## src/rtl/bscan_bidir_chain.sv

```systemverilog
module bscan_bidir_chain #(
  parameter int GROUPS         = 4,
  parameter int PINS_PER_GROUP = 9,
  parameter int INPUTS         = 4
) (
  input  logic                                clk,
  input  logic                                rst_n,
  input  logic                                sel_bsr,
  input  logic                                capture_dr,
  input  logic                                shift_dr,
  input  logic                                update_dr,
  input  logic [1:0]                          mode,
  input  logic                                tdi,
  output logic                                tdo,
  input  logic [INPUTS-1:0]                   pin_in,
  output logic [INPUTS-1:0]                   core_in,
  input  logic [GROUPS*PINS_PER_GROUP-1:0]    pin_io_in,
  output logic [GROUPS*PINS_PER_GROUP-1:0]    pin_io_out,
  output logic [GROUPS-1:0]                   pin_oe,
  input  logic [GROUPS*PINS_PER_GROUP-1:0]    core_io_out,
  input  logic [GROUPS-1:0]                   core_oe,
  output logic [GROUPS*PINS_PER_GROUP-1:0]    core_io_in
);
  localparam int NIO   = GROUPS * PINS_PER_GROUP;
  localparam int LEN   = GROUPS + NIO + INPUTS;
  localparam int IO_LO = INPUTS;
  localparam int OE_LO = INPUTS + NIO;

  logic [LEN-1:0]    sr, upd;
  logic [NIO-1:0]    cap_io, io_lat;
  logic [INPUTS-1:0] in_lat;
  logic [GROUPS-1:0] oe_lat;
  logic              is_test, is_mod, is_norm;

  assign is_test = (mode == 2'b01);
  assign is_mod  = (mode == 2'b10);
  assign is_norm = !is_test && !is_mod;

  assign in_lat = upd[INPUTS-1:0];
  assign io_lat = upd[OE_LO-1:IO_LO];
  assign oe_lat = upd[LEN-1:OE_LO];

  assign pin_oe     = is_norm ? core_oe : (is_test ? oe_lat : '0);
  assign pin_io_out = is_norm ? core_io_out : io_lat;
  assign core_in    = is_norm ? pin_in : in_lat;

  for (genvar k = 0; k < NIO; k++) begin : g_io
    localparam int G = k / PINS_PER_GROUP;
    assign cap_io[k]     = (is_norm && core_oe[G]) ? core_io_out[k] : pin_io_in[k];
    assign core_io_in[k] = (is_test && oe_lat[G]) ? io_lat[k] : pin_io_in[k];
  end

  always_ff @(posedge clk or negedge rst_n) begin
    if (!rst_n) begin
      sr  <= '0;
      upd <= '0;
    end else if (sel_bsr) begin
      if (capture_dr)    sr <= {pin_oe, cap_io, pin_in};
      else if (shift_dr) sr <= {tdi, sr[LEN-1:1]};
      if (update_dr)     upd <= sr;
    end
  end

  assign tdo = sr[0];

  a_r1_shift_path: assert property (@(posedge clk) disable iff (!rst_n)
    (sel_bsr && shift_dr && !capture_dr) |=>
      (sr[LEN-2:0] == $past(sr[LEN-1:1]) && sr[LEN-1] == $past(tdi)));

  a_r3_capture_inputs: assert property (@(posedge clk) disable iff (!rst_n)
    (sel_bsr && capture_dr && !is_norm) |=> sr[INPUTS-1:0] == $past(pin_in));

  a_r5_update_hold: assert property (@(posedge clk) disable iff (!rst_n)
    !(sel_bsr && update_dr) |=> $stable(upd));

  a_r5_update_load: assert property (@(posedge clk) disable iff (!rst_n)
    (sel_bsr && update_dr) |=> upd == $past(sr));

  a_r6_unselected: assert property (@(posedge clk) disable iff (!rst_n)
    !sel_bsr |=> $stable(sr));
endmodule

```

## config.mk

```make
export PLATFORM = sky130hd
export DESIGN_NAME = bscan_bidir_chain
export DESIGN_NICKNAME = d
export VERILOG_FILES = /design/src/rtl/bscan_bidir_chain.sv
export SDC_FILE = /design/constraint.sdc
export NUM_CORES = 1
export LEC_CHECK = 0
export BUFFER_PORTS_ARGS = -buffer_cell sky130_fd_sc_hd__buf_2
export CORE_MARGIN = 1
export CORE_UTILIZATION = 51
export DETAILED_ROUTE_END_ITERATION = 8
export PLACE_DENSITY = 0.78
export REMOVE_ABC_BUFFERS = 1
export SLEW_MARGIN = 40
export SYNTH_ARGS = -nofsm -noshare
export SYNTH_HDL_FRONTEND = slang
export SYNTH_SLANG_ARGS = --single-unit
```

## constraint.sdc

```tcl
create_clock -name clk -period 2.6 [get_ports clk]
set_input_delay 0.65 -clock clk [delete_from_list [all_inputs] [get_ports clk]]
set_output_delay 0.65 -clock clk [all_outputs]
set_load 0.05 [all_outputs]
```

[Word-level counts from Yosys, hierarchy flattened]
Cells that the tools add are included.
Storage, ports and cells
  register bits: 88
  output and inout bits: 81
  word-level logic and storage cells: 96
Operators by class
  equal/unequal tests: 2
  multiplexer cells: 78
  reduce and logical (&&, ||, !) cells: 14
Operator list (count)
  2-to-1 mux 44 bit: 2
  2-to-1 mux 1 bit: 72
  2-to-1 mux 36 bit: 1
  2-to-1 mux 4 bit: 3
  logical AND 1 bit: 9
  AND reduction 2 bit: 2
  == test 2 x 1 -> 1 bit, second input constant: 1
  == test 2 bit, second input constant: 1
  logical NOT 1 bit: 2
  nonzero test 2 bit: 1

[Longest topological paths before layout]
  depth in word-level cells: 6
  mapped depth: 7
  gate-level depth less buffers: 5

[Worst setup path before layout]
No wires, ideal clock.
  path kind: input to output
  from: input mode[1]
  to: output pin_oe[0]
  data arrival time: 2.484 ns
  required time: 1.950 ns
  path slack: -0.534 ns
  stages: 6
  buffers on the path: 3
  cell sequence: inv_1 ha_1 buf_2 buf_6 buf_2 o21ai_0
On the way
  word-level cells in the longest chain between the ends: 4
  elaborated cells on any way between the ends: 7
  classes of those cells: 2 x eq/ne; 2 x mux; 3 x reduce/logical
RTL lines
  start, declared: RTL line 12  | input logic [1:0] mode,
  == test 2 x 1 -> 1 bit / == test 2 bit (equally long branches): RTL line 35, 36
  logical NOT 1 bit: RTL line 37  | assign is_norm = !is_test && !is_mod;
  logical AND 1 bit: RTL line 37
  2-to-1 mux 4 bit (*): RTL line 43  | assign pin_oe = is_norm ? core_oe : (is_test ? oe_lat : '0);
  end, declared: RTL line 19  | output logic [GROUPS-1:0] pin_oe,
Every way passes the cells marked *; elsewhere a longest branch is shown, timed or not.

[Worst setup path in the final report]
  from: input mode[1]
  to: output pin_io_out[4]
On the way
  word-level cells in the longest chain between the ends: 4
  elaborated cells on any way between the ends: 6
  classes of those cells: 2 x eq/ne; 1 x mux; 3 x reduce/logical
RTL lines
  == test 2 x 1 -> 1 bit / == test 2 bit (equally long branches): RTL line 35, 36
  logical NOT 1 bit: RTL line 37
  logical AND 1 bit (*): RTL line 37
  2-to-1 mux 36 bit (*): RTL line 44  | assign pin_io_out = is_norm ? core_io_out : io_lat;
  end, declared: RTL line 18  | output logic [GROUPS*PINS_PER_GROUP-1:0] pin_io_out,
Marks and branches as above.

==> impl_metrics.toml <==
[outcome]
status = "finished clean"

[cts]
clkTransAtPathRegs_ns = 0.09
clock_latency_ns = 0.35
cts_tree = "built"
root_buffer = "clkbuf_8"
clock-sinks = 88
htreeDepth = 3
clk_path_buf_depth = 2
ctsHoldBuffers = 0
post_cts_buffers = 0
cts_buffers = 9

[drt]
drc = 0
met2_length_um = 6160
wirelength_um = 12200
highest-signal-layer = "met4"
ant_nets = 0
wl_met3_um = 504
routedWlPerCell_um = 16.7
vias = 4087
routed_via_density = 5.58
drt_iter0_drc = 103
wl_met1_um = 5430
drt_pass1_iterations = 4

[worst_setup_path]
crit_slowest_cell = "mux2_2"
reg2regPathDepth = 4
reg2reg_to = "sr[42]"
crit_arrival_ns = 1.85
crit_buf_inv = 4
rr_startpoint = "upd[42]"
crit_path_max_incr_delay_ns = 0.36
r2r_setup_slack_ns = 1.58
cpMostUsedCell = "buf_2"
crit_path_start_kind = "input pin"
cp-end-kind = "output port"
path_cells = "buf_2 > inv_1 > ha_4 > buf_12 > mux2_2 > buf_2"
path_class = "input pin to output port"
required_ns = 1.95
cp_top_family = "buffers and inverters"
crit_fanout = 22
startpoint = "mode[1]"

[place]
dp.final_hpwl_um = 8420
place_congestion = 0.760
io_buffers = 169

[synthesis]
synth_area_um2 = 5040
yosys_register_bits = 88
synthCells = 433
synth_top_area_share_pct = 43.7
yosys.area.top_type = "dfrtp_1"
yosysSeqAreaShare_pct = 43.7
synth_area_per_cell_um2 = 11.6
synth.distinct_cells = 18
yosysWarningCount = 0
ys_top_cells_by_area = "dfrtp_1, mux2_2, mux2i_1"

[timing]
slew_violations = 0
fin_crit_sh_pct = 96.3
setup_viol = 0
finalCriticalPeriod_ns = 2.50
rsz0062_at_grt = "false"
fmax_mhz = 399
hold-worst-slack_ns = 0.289
worstMarginPinSlew_ns = 0.575
hold_viol_final = 0
slew-limit-headroom_pct = 61.6
setup_tns_ns = 0
skew_ns = 0.00956

[pwr]
intPower_mw = 2.90
leakagePower_nw = 3.13
seq_power_share_pct = 39.5
powerDensity_nw_per_um2 = 748
switching_power_mw = 1.87
ir_worst_vdd_mv = 0.456
combPwrFrac_pct = 38.5
switching_share_pct = 39.2
p_clk_share_pct = 22.0

[grt]
grt_pass1_vias = 3941
grt_max_degree = 47
grt_util_all_layers_pct = 23.4
overflow = 0
grt_antenna_before_repair = 0
grt_pass1_wl_um = 18700

[final_layout]
multi_input_area_um2 = 2670
syn_to_final_growth_pct = 26.5
num-fill-cells = 723
regArea_um2 = 2200
antenna_cells = 0
fin_nets = 688
drive_above_1_share_pct = 53.9

[floorplan]
fp.dieW_um = 101
dieArea_um2 = 10300
die_h_um = 101
rows = 35
initial_core_util_pct = 53.5
io_pins = 170
core_um2 = 9420

[worst_hold_path]
hold_path.class = "input pin to async pin"

[run]
drv_cap = 0
==> state kept, by name, indices dropped and copies added (netlist names) <==
| register | cells |
|---|---|
| upd | 44 |
| sr | 44 |
==> per-stage QoR <==
step                setup slack [ns]  util [%]  power [mW]  instances  cell area [µm²]
finish                        0.0950      67.7        4.76        732             6370
global route                  0.0603      67.7        4.99        732             6370
CTS                           0.0138      67.3        4.77        731             6340
detailed placement            0.0159      65.0        3.74        715             6120
global placement              0.0567      65.0        3.67        715             6120
floorplan                      -1.27         -        3.22        398             4850
==> final cells by class <==
cell class	instances	share of cell area, %
Clock buffer	11	2.22
Clock inverter	5	1.26
Inverter	1	0.0589
Multi-Input combinational cell	309	41.9
Sequential cell	88	34.6
Tap cell	129	2.53
Timing Repair Buffer	189	17.5
==> cell families after synthesis <==
group	share of synthesized area (%)
DFF	43.7
buffers and inverters	3.80
muxes	34.8
AOI/OAI and AO/OA	8.00
adders and majority gates	0.248
and+or+nand+nor	9.44
==> how the worst max path moves through the flow <==
stage	end	slack, ns	cells after the start
after floorplan	pin_oe[3]	-1.27	4
after global placement	pin_io_out[12]	0.06	6
after detailed placement	pin_io_out[24]	0.02	6
after CTS	pin_io_out[24]	0.01	6
after global routing	pin_io_out[4]	0.06	6
final	pin_io_out[4]	0.1	6
==> worst reg2reg max path, stage by stage (launching register included) <==
cell and delay (ns):
dfrtp_1 0.35, nand2_1 0.09, buf_12 0.16, o211a_1 0.19
o21ai_0 0.15
==> metal layers <==
layer | vias to the layer above | global-route usage, %
li1 | 1919 | -
met1 | 2022 | 30.2
met2 | 131 | 40.8
met3 | 15 | 2.97
met4 | 0 | 8.14
met5 | - | 0
==> synth_stat cells <==
master,number
mux2_2,117
inv_1,1
nand3b_1,36
nand2_1,53
o211a_1,4
o21ai_1,2
o21ai_0,15
buf_4,7
buf_2,18
mux2i_1,40
clkbuf_1,9
nand2_2,1
ha_1,1
o211ai_1,36
o21a_1,1
buf_6,1
mux2_1,3
dfrtp_1,88
==> power groups by stage <==
stage          clock [mW]  combinational (mW)  sequential, mW
6_report             1.05                1.83            1.88
4_1_cts              1.06                1.83            1.88
5_1_grt              1.13                1.94            1.93
2_1_floorplan           0                1.38            1.84
3_5_place_dp            0                1.83            1.91
3_3_place_gp            0                1.78            1.89
==> timing repair <==
item / 4_1_cts / 5_1_grt
gates resized for setup: 0 / 1
endpoints found under the setup margin: 0 / 21
hold endpoints to repair: 0 / 0
==> cell usage in the layout (no fill, tap or decap), drive strengths merged, types with 2 or more instances in the layout <==
| cell | Yosys | layout |
|---|---|---|
| o211ai | 36 | 36 |
| mux2i | 40 | 40 |
| nand2 | 54 | 54 |
| buf | 26 | 188 |
| clkinvlp | 0 | 2 |
| nand3b | 36 | 36 |
| clkbuf | 9 | 12 |
| bufinv | 0 | 2 |
| mux2 | 120 | 120 |
| o211a | 4 | 4 |
| o21ai | 17 | 17 |
| dfrtp | 88 | 88 |
No activity file was read; power rests on OpenSTA's default activity.
